File: src/rtl/irq_router_pkg.sv
package irq_router_pkg;
  localparam int unsigned LOCAL_SRCS = 7;
  localparam int unsigned LIDX_W     = 3;

  typedef enum logic [2:0] {
    OP_SH_PIN  = 3'd0,
    OP_SH_CORE = 3'd1,
    OP_LC_PIN  = 3'd2,
    OP_LC_SET  = 3'd3,
    OP_LC_CLR  = 3'd4,
    OP_OTHER   = 3'd5
  } wr_op_e;

  function automatic int unsigned max3(input int unsigned a, input int unsigned b,
                                       input int unsigned c);
    int unsigned m;
    m = (a > b) ? a : b;
    return (m > c) ? m : c;
  endfunction
endpackage

File: src/rtl/irq_other_sel.sv
module irq_other_sel #(
  parameter int unsigned N_CORES = 4,
  parameter int unsigned CW      = 2
) (
  input  logic          clk,
  input  logic          rst_n,
  input  logic          wr_en,
  input  logic [2:0]    wr_op,
  input  logic [CW-1:0] wr_core,
  input  logic          wr_other,
  input  logic [CW-1:0] other_fld,
  output logic [CW-1:0] wr_target
);
  import irq_router_pkg::*;

  logic [CW-1:0] other_q [N_CORES];
  logic [CW-1:0] redirect_core;

  for (genvar c = 0; c < N_CORES; c++) begin : g_core
    localparam logic [CW-1:0] CID = CW'(c);
    always_ff @(posedge clk or negedge rst_n) begin
      if (!rst_n) other_q[c] <= '0;
      else if (wr_en && wr_op == OP_OTHER && wr_core == CID) other_q[c] <= other_fld;
    end
  end

  always_comb begin
    redirect_core = '0;
    for (int c = 0; c < N_CORES; c++)
      if (wr_core == CW'(c)) redirect_core = other_q[c];
  end

  assign wr_target = wr_other ? redirect_core : wr_core;
endmodule

File: src/rtl/irq_shared_map.sv
module irq_shared_map #(
  parameter int unsigned N_SHARED = 16,
  parameter int unsigned N_CORES  = 4,
  parameter int unsigned N_PINS   = 6,
  parameter int unsigned IW       = 4,
  parameter int unsigned PW       = 3
) (
  input  logic                        clk,
  input  logic                        rst_n,
  input  logic                        wr_en,
  input  logic [2:0]                  wr_op,
  input  logic [IW-1:0]               wr_idx,
  input  logic                        vld_fld,
  input  logic [PW-1:0]               pin_fld,
  input  logic [N_CORES-1:0]          core_fld,
  input  logic [N_SHARED-1:0]         sh_pend,
  output logic [N_CORES*N_PINS-1:0]   sh_req
);
  import irq_router_pkg::*;

  logic               vld_q  [N_SHARED];
  logic [PW-1:0]      pin_q  [N_SHARED];
  logic [N_CORES-1:0] core_q [N_SHARED];

  function automatic logic steers(input logic pend, input logic vld, input logic [PW-1:0] pin,
                                  input int unsigned p);
    return pend && vld && (pin == PW'(p));
  endfunction

  for (genvar i = 0; i < N_SHARED; i++) begin : g_intr
    localparam logic [IW-1:0] IID = IW'(i);
    always_ff @(posedge clk or negedge rst_n) begin
      if (!rst_n) begin
        vld_q[i]  <= 1'b0;
        pin_q[i]  <= '0;
        core_q[i] <= '0;
      end else if (wr_en && wr_idx == IID) begin
        if (wr_op == OP_SH_PIN) begin
          vld_q[i] <= vld_fld;
          pin_q[i] <= pin_fld;
        end
        if (wr_op == OP_SH_CORE) core_q[i] <= core_fld;
      end
    end
  end

  always_comb begin
    sh_req = '0;
    for (int v = 0; v < N_CORES; v++)
      for (int p = 0; p < N_PINS; p++)
        for (int i = 0; i < N_SHARED; i++)
          if (core_q[i][v] && steers(sh_pend[i], vld_q[i], pin_q[i], p))
            sh_req[v*N_PINS+p] = 1'b1;
  end
endmodule

File: src/rtl/irq_local_bank.sv
module irq_local_bank #(
  parameter int unsigned N_CORES = 4,
  parameter int unsigned N_PINS  = 6,
  parameter int unsigned PW      = 3,
  parameter int unsigned CW      = 2
) (
  input  logic                                     clk,
  input  logic                                     rst_n,
  input  logic                                     wr_en,
  input  logic [2:0]                               wr_op,
  input  logic [irq_router_pkg::LIDX_W-1:0]        wr_src,
  input  logic [CW-1:0]                            wr_target,
  input  logic                                     vld_fld,
  input  logic [PW-1:0]                            pin_fld,
  input  logic [irq_router_pkg::LOCAL_SRCS-1:0]    mask_fld,
  input  logic [N_CORES*irq_router_pkg::LOCAL_SRCS-1:0] loc_pend,
  output logic [N_CORES*N_PINS-1:0]                loc_req,
  output logic [N_CORES*irq_router_pkg::LOCAL_SRCS-1:0] loc_mask
);
  import irq_router_pkg::*;
  localparam int unsigned LS = LOCAL_SRCS;

  for (genvar c = 0; c < N_CORES; c++) begin : g_core
    localparam logic [CW-1:0] CID = CW'(c);
    logic [LS-1:0]     mask_q;
    logic [LS-1:0]     vld_q;
    logic [PW-1:0]     pin_q [LS];
    logic              hit;
    logic [N_PINS-1:0] req;
    logic [LS-1:0]     live;

    assign hit = wr_en && (wr_target == CID);

    always_ff @(posedge clk or negedge rst_n) begin
      if (!rst_n) begin
        mask_q <= '0;
        vld_q  <= '0;
        for (int s = 0; s < LS; s++) pin_q[s] <= '0;
      end else if (hit) begin
        if (wr_op == OP_LC_SET) mask_q <= mask_q | mask_fld;
        if (wr_op == OP_LC_CLR) mask_q <= mask_q & ~mask_fld;
        if (wr_op == OP_LC_PIN)
          for (int s = 0; s < LS; s++)
            if (wr_src == LIDX_W'(s)) begin
              vld_q[s] <= vld_fld;
              pin_q[s] <= pin_fld;
            end
      end
    end

    assign live = loc_pend[c*LS +: LS] & mask_q & vld_q;

    always_comb begin
      req = '0;
      for (int p = 0; p < N_PINS; p++)
        for (int s = 0; s < LS; s++)
          if (live[s] && pin_q[s] == PW'(p)) req[p] = 1'b1;
    end

    assign loc_req[c*N_PINS +: N_PINS] = req;
    assign loc_mask[c*LS +: LS]        = mask_q;
  end
endmodule

File: src/rtl/irq_pin_merge.sv
module irq_pin_merge #(
  parameter int unsigned W = 24
) (
  input  logic         clk,
  input  logic         rst_n,
  input  logic [W-1:0] sh_req,
  input  logic [W-1:0] loc_req,
  output logic [W-1:0] pins_q
);
  always_ff @(posedge clk or negedge rst_n) begin
    if (!rst_n) pins_q <= '0;
    else        pins_q <= sh_req | loc_req;
  end
endmodule

File: src/rtl/irq_core_pin_router.sv
module irq_core_pin_router #(
  parameter int unsigned N_SHARED = 16,
  parameter int unsigned N_CORES  = 4,
  parameter int unsigned N_PINS   = 6,
  localparam int unsigned CW = (N_CORES > 1) ? $clog2(N_CORES) : 1,
  localparam int unsigned PW = (N_PINS > 1) ? $clog2(N_PINS) : 1,
  localparam int unsigned SW = (N_SHARED > 1) ? $clog2(N_SHARED) : 1,
  localparam int unsigned IW = (SW > 3) ? SW : 3,
  localparam int unsigned DW = irq_router_pkg::max3(N_CORES, irq_router_pkg::LOCAL_SRCS,
                                                    (PW > CW) ? PW : CW) + 1
) (
  input  logic                       clk,
  input  logic                       rst_n,
  input  logic [N_SHARED-1:0]        sh_pend,
  input  logic [N_CORES*7-1:0]       loc_pend,
  input  logic                       wr_en,
  input  logic [CW-1:0]              wr_core,
  input  logic                       wr_other,
  input  logic [2:0]                 wr_op,
  input  logic [IW-1:0]              wr_idx,
  input  logic [DW-1:0]              wr_data,
  output logic [N_CORES*N_PINS-1:0]  core_pins,
  output logic [CW-1:0]              cfg_cores_m1
);
  import irq_router_pkg::*;
  localparam int unsigned PINS_W = N_CORES * N_PINS;

  logic [CW-1:0]                   wr_target;
  logic [PINS_W-1:0]               sh_req;
  logic [PINS_W-1:0]               loc_req;
  logic [N_CORES*LOCAL_SRCS-1:0]   loc_mask;
  logic                            vld_fld;
  logic [PW-1:0]                   pin_fld;
  logic [IW-1:0]                   sh_idx;
  logic [DW-2:0]                   low_data;

  assign vld_fld  = wr_data[DW-1];
  assign low_data = wr_data[DW-2:0];
  assign pin_fld  = low_data[PW-1:0];
  assign sh_idx   = wr_idx;

  irq_other_sel #(.N_CORES(N_CORES), .CW(CW)) u_other (
    .clk(clk), .rst_n(rst_n), .wr_en(wr_en), .wr_op(wr_op),
    .wr_core(wr_core), .wr_other(wr_other), .other_fld(low_data[CW-1:0]),
    .wr_target(wr_target)
  );

  irq_shared_map #(.N_SHARED(N_SHARED), .N_CORES(N_CORES), .N_PINS(N_PINS),
                   .IW(IW), .PW(PW)) u_shared (
    .clk(clk), .rst_n(rst_n), .wr_en(wr_en), .wr_op(wr_op), .wr_idx(sh_idx),
    .vld_fld(vld_fld), .pin_fld(pin_fld), .core_fld(low_data[N_CORES-1:0]),
    .sh_pend(sh_pend), .sh_req(sh_req)
  );

  irq_local_bank #(.N_CORES(N_CORES), .N_PINS(N_PINS), .PW(PW), .CW(CW)) u_local (
    .clk(clk), .rst_n(rst_n), .wr_en(wr_en), .wr_op(wr_op),
    .wr_src(wr_idx[LIDX_W-1:0]), .wr_target(wr_target),
    .vld_fld(vld_fld), .pin_fld(pin_fld), .mask_fld(low_data[LOCAL_SRCS-1:0]),
    .loc_pend(loc_pend), .loc_req(loc_req), .loc_mask(loc_mask)
  );

  irq_pin_merge #(.W(PINS_W)) u_merge (
    .clk(clk), .rst_n(rst_n), .sh_req(sh_req), .loc_req(loc_req), .pins_q(core_pins)
  );

  assign cfg_cores_m1 = CW'(N_CORES - 1);
endmodule

File: config.mk
export PLATFORM = sky130hd
export DESIGN_NAME = irq_core_pin_router
export DESIGN_NICKNAME = d
export VERILOG_FILES = /design/src/rtl/irq_router_pkg.sv /design/src/rtl/irq_other_sel.sv /design/src/rtl/irq_shared_map.sv /design/src/rtl/irq_local_bank.sv /design/src/rtl/irq_pin_merge.sv /design/src/rtl/irq_core_pin_router.sv
export SDC_FILE = /design/constraint.sdc
export NUM_CORES = 1
export LEC_CHECK = 0
export ABC_AREA = 1
export BUFFER_PORTS_ARGS = -buffer_cell sky130_fd_sc_hd__buf_4
export CORE_MARGIN = 2
export CORE_UTILIZATION = 40
export DETAILED_ROUTE_END_ITERATION = 10
export PLACE_DENSITY = 0.58
export RECOVER_POWER = 100
export SETUP_SLACK_MARGIN = 0.15
export SYNTH_ARGS = -nofsm -noshare
export SYNTH_HDL_FRONTEND = slang
export SYNTH_HIERARCHICAL = 1
export SYNTH_SLANG_ARGS = --single-unit
File: constraint.sdc
create_clock -name clk -period 2.1 [get_ports clk]
set_input_delay 0.315 -clock clk [delete_from_list [all_inputs] [get_ports clk]]
set_output_delay 0.315 -clock clk [all_outputs]
set_load 0.01 [all_outputs]
### Yosys cells after proc, flatten, opt, wreduce, memory -nomap -nowiden

Cells that the tools add are included.

* memory bits (read-only): 0
* logic and storage cells: 1751
* latch bits: 0
* bits of input ports: 65
* memory bits (writable): 0
* register bits: 300
* memories kept: 0

* bitwise operators: 18
* multiply operators: 0
* reductions and logical operators: 803
* multiplexer cells: 565
* equality and inequality tests: 252
* shift operators: 0
* div/mod/pow operators: 0
* $add $sub $neg: 0
* $lt $le $gt $ge: 0

Operator list (number)
* $logic_and 1x1->1: 689
* $mux 1: 552
* $eq 3x3->1 const B: 93
* $eq 3x2->1 const B: 92
* $eq 3x1->1 const B: 46
* $logic_not 3->1: 46
* $and 7x7->7: 12
* $reduce_and 3->1: 28
* $reduce_and 2->1: 36
* $mux 7: 8
* $eq 4x4->1 const B: 8
* $or 7x7->7: 4
* $or 24x24->24: 1
* $eq 4x3->1 const B: 4
* $mux 2: 5
* $eq 2x2->1 const B: 4
* $eq 4x2->1 const B: 2
* $not 7->7: 1
* $eq 2x1->1 const B: 2
* $eq 4x1->1 const B: 1
* $logic_not 2->1: 2
* $logic_not 4->1: 1
* $reduce_bool 2->1: 1

### Depth between registers and ports, before layout

* word-level depth: 20
* mapped depth: 12
* mapped depth without buffers: 11

### Cells and area by module

The synthesis kept the hierarchy.

Modules (own cells, without submodules)
* irq_shared_map: area an instance 9312.7 um^2, sequential area each 3203.1 um^2, cells an instance 1481, times used 1
* irq_local_bank: area an instance 8121.5 um^2, sequential area each 3503.4 um^2, cells an instance 1244, times used 1
* irq_pin_merge: area an instance 870.8 um^2, sequential area each 600.6 um^2, cells an instance 96, times used 1
* irq_other_sel: area an instance 469.2 um^2, sequential area each 200.2 um^2, cells an instance 65, times used 1
* irq_core_pin_router: area an instance 18.8 um^2, sequential area each 0.0 um^2, cells an instance 3, times used 1

### Least setup slack after synthesis

OpenSTA, ideal clock, no wires.

* path type: flip-flop to flip-flop
* start: reg u_other/other_q[3] (netlist name)
* end: reg with a tool-made name
* stages on the path, launching flop included: 12
* path buffers: 1
* data required time: 1.983 ns
* slack: 0.559 ns
* arrival time: 1.424 ns
* library setup time: 0.117 ns
* period minus slack after synthesis: 1.541 ns
* path through: dfrtp_1 o21ai_0 nand3_1 nand2_1 nand2_1 inv_1 nand3_1 clkinv_1 clkbuf_1 nand3_1 nand2_1 nand2_1

RTL lines
* from (decl): RTL line irq_other_sel.sv:16 `logic [CW-1:0] other_q [N_CORES];`
* from (signal, indexed assignment): RTL line irq_other_sel.sv:23 `else if (wr_en && wr_op == OP_OTHER && wr_core == CID) other_q[c] <= other_fld;`

### Worst setup path in the final report

* start: reg u_other/other_q[3] (netlist name)
* end: reg u_local.g_core[3].vld_q[0]

* cells in the longest elaborated chain, start to end: 6

Ends and longest elaborated chain
* $mux 2 (2 in a row): RTL line irq_other_sel.sv:30 `if (wr_core == CW'(c)) redirect_core = other_q[c];`
* $mux 2: RTL line irq_other_sel.sv:33 `assign wr_target = wr_other ? redirect_core : wr_core;`
* named net wr_target[1]: RTL line irq_core_pin_router.sv:28 `logic [CW-1:0] wr_target;`
* $eq 2x2->1: RTL line irq_local_bank.sv:32 `assign hit = wr_en && (wr_target == CID);`
* $logic_and 1x1->1: RTL line irq_local_bank.sv:32
* $reduce_and 3->1 (no line)
* to (signal, indexed assignment): RTL line irq_local_bank.sv:45 `vld_q[s] <= vld_fld;`
* to (decl): RTL line irq_local_bank.sv:26 `logic [LS-1:0] vld_q;`

The timed path passes the listed nets, and every way through them passes these cells.
A chain may end at the register's enable or synchronous reset.

==> metrics.txt <==
status=complete, no violations; final RePlAce weighted congestion=0.922; CTS Buffer Depth=3; most numerous cell in the Yosys netlist=nand2_1; number of buffers created by CTS=37; Post-synth top cells=nand2_1 (892), nand3_1 (584), inv_1 (377); library cells used by synthesis=28; Critical Path Slowest Stage Cell=dfrtp_1; stage delay of the slowest cell on the critical path=0.39 ns; worst hold path class=primary input to flop; cell repeated most along the worst path=nand2_1; Initial DRC Count=1906; worst-case clock skew=0.0158 ns; number of instances in the synthesized netlist=2889; fraction of met2 tracks used by global routing=44.5%; total negative slack for setup checks=0 ns; Worst IR Drop VDD=597 uV; sequential element share of the synthesized area=39.9%; TritonCTS clock tree=done; synthesized cell area=18800 um2; number of register bits inferred by synthesis=300; remaining global-route overflow=0; proportion of layout cells with a drive suffix above 1=7.02%; chip height=221 um; number of global-route vias before repair=17945; final cell count without fillers=3682; Crit path max-delay family=simple AND/OR/NAND/NOR gates; final count of pins violating max slew=0; WL final=68200 um; net count reported at finish=3119; number of synthesized flops with an enable pin=0; clock latency reported for the late side of the worst-skew pair=0.56 ns; Core Footprint=46500 um2; final cycle utilization of the critical path=88.7%; worst-case reg-to-reg path depth=9; number of setup violations in the final report=0; Worst EP arrival=2.28 ns; Reg2Reg Launch Point=u_other/other_q[3]$_DFFE_PN0P_; maximum capacitance violations=0; H-Tree Depth=2; FMAX=0.537 GHz; port bufs=88; maximum fanout along the worst path=8; Hold Path Depth=4; R2R setup slack=0.24 ns; cell count after placement=3621; endpoint required time on the critical path=2.52 ns; number of primary I/O pins=91; clk root buf=clkbuf_16; type of destination of the critical path=flop; RSZ-0062 raised after global routing=yes; static leakage power=10.9 nW; clock slew at the register clock pins of the worst setup and hold paths=0.06 ns; Buf/Inv on CP=2; cell breakdown of the critical path=o21ai_0 -> nand3_1 -> nand2_1 -> nand2_1 -> nand3_1 -> inv_1 -> nand2_1 -> clkbuf_1 -> o21ai_0; asr flop ratio synth=100%; Top FF cell, synth=dfrtp_1; final hold violation count=0; largest area contributor in the synthesized netlist=dfrtp_1; number of antenna violations at the first check in global routing=0; die area=48700 um2; met3 track demand over resource in global routing=3.01%; Setup Crit Path Kind=flop to flop; Die W=221 um; Area growth, synth to finish=14.6%; routed len/inst=18.5 um; origin of the worst min-delay path=wr_core[0]; Slew headroom=9.56%; Initial Util=40.5%; number of placement rows=79; global-route wire length before repair=104000 um; top area cells in the synthesized netlist=dfrtp_1 (40%), nand2_1 (18%), nand3_1 (16%), inv_1 (7.5%), nor2_1 (7.4%); number of synthesis warnings=6; GR Util met1=40.4%; vias per cell=5.34; Reg-to-Reg End=u_local/g_core[3].vld_q[0]$_DFFE_PN0P_; top-area cell type share of the netlist area=39.9%; layer with the highest usage after global routing=met2; critical path launch point type=flop; Least-Margin Pin Slew=1.36 ns; ANT nets after route=0; number of vias after detailed routing=19660; average cell area after synthesis=6.51 um2; detailed-routing iteration count for the pre-antenna-repair pass=6; minimum clock period=1.86 ns; pin count of the biggest net entering global routing=48; half-perimeter wire length of the detailed placement result=50900 um; PwrDens=685 nW/um2; post-CTS setup repair buffer count=0; global-route usage over all layers=28.0%; number of diodes=0; DRC violations left=0; worst hold endpoint=u_other/other_q[3]$_DFFE_PN0P_; Num Clock Sinks=300
per-stage QoR:
stage          utilization, %  area, um2  hold slack [ns]  worst slack [ns]  total power, mW
4_1_cts                  47.2      21900           0.0690             0.240             15.0
3_3_place_gp             44.7      20800            0.265             0.186             8.72
5_1_grt                  46.4      21500           0.0903            0.0891             15.4
6_report                 46.4      21500            0.100             0.238             14.8
3_5_place_dp             44.7      20800            0.269             0.109             8.77
2_1_floorplan               -      18800           0.0194             0.559             7.73
tightest hold or removal path, delay by kind of cell:
kind                   cells  cell delay (ns)
AND/OR/NAND/NOR            3             0.17
buffers and inverters      1             0.13
placed cells by master, fill, tap and decap left out, types with 2 or more instances in the layout:
cell	netlist	final
nand2_1	892	912
nand3_1	584	584
inv_1	377	378
nor2_1	370	371
dfrtp_1	300	300
o21ai_0	157	192
buf_4	4	122
nand4_1	52	52
clkbuf_1	18	38
clkbuf_16	0	37
nor3_1	13	14
o21ai_1	37	11
buf_12	2	9
clkbuf_8	0	8
nor3_4	8	8
clkbuf_2	1	5
buf_6	0	4
clkinv_1	5	4
nor2_2	5	4
o21ai_2	13	4
inv_2	3	3
conb_1	1	2
inv_6	0	2
clkinv_2	0	2
worst max-delay path by stage:
stage          depth (start not counted)                                      end  slack, ns                            from
5_1_grt                               10   u_local/g_core[2].pin_q[7]$_DFFE_PN0P_       0.09  u_other/other_q[4]$_DFFE_PN0P_
4_1_cts                               11  u_local/g_core[2].pin_q[20]$_DFFE_PN0P_       0.24  u_other/other_q[4]$_DFFE_PN0P_
6_report                               9   u_local/g_core[3].vld_q[0]$_DFFE_PN0P_       0.24  u_other/other_q[3]$_DFFE_PN0P_
2_1_floorplan                         11                                     flop       0.56  u_other/other_q[3]$_DFFE_PN0P_
3_3_place_gp                          11   u_local/g_core[2].pin_q[7]$_DFFE_PN0P_       0.19                      wr_core[1]
3_5_place_dp                          12  u_local/g_core[2].pin_q[20]$_DFFE_PN0P_       0.11                      wr_core[1]
cells by family after synthesis:
family                 after synthesis  share of synthesized area [%]
AO/OA/AOI/OAI                      207                           5.77
other                                1                         0.0200
flip-flops                         300                           39.9
buffers and inverters              431                           8.96
AND/OR/NAND/NOR                   1950                           45.3
sequential cells by signal, summed over array words and instances, names as in the netlist, named ones only:
signal,flops
u_local/g_core.vld_q,28
u_shared/pin_q,48
u_shared/vld_q,16
u_merge/pins_q,24
u_local/g_core.pin_q,84
u_other/other_q,8
u_shared/core_q,64
power by group:
part           internal [mW]  total (mW)  switching, mW
Clock                   3.63        6.13           2.50
Sequential              6.24        6.80          0.559
Combinational          0.556        1.83           1.28
cell type report:
type / instances / area (um2)
Clock buffer: 53 / 1070
Inverter: 385 / 1450
Tap cell: 607 / 759
Fill cell: 4930 / 24900
Timing Repair Buffer: 171 / 1290
Clock inverter: 7 / 73.8
Sequential cell: 300 / 7510
Multi-Input combinational cell: 2159 / 9410
layer usage:
metal	wire (um)	share of wire (%)
met1	32000	47
met4	1710	2.5
met3	3780	5.5
met2	30700	45
met5	0	0
repair_timing:
item                                    in CTS  in global routing
gates resized for setup                      0                  7
hold endpoints to repair                    38                  0
endpoints found under the setup margin       0                 45
hold buffers                                 1                  0
No activity file was read; power rests on OpenSTA's default activity.
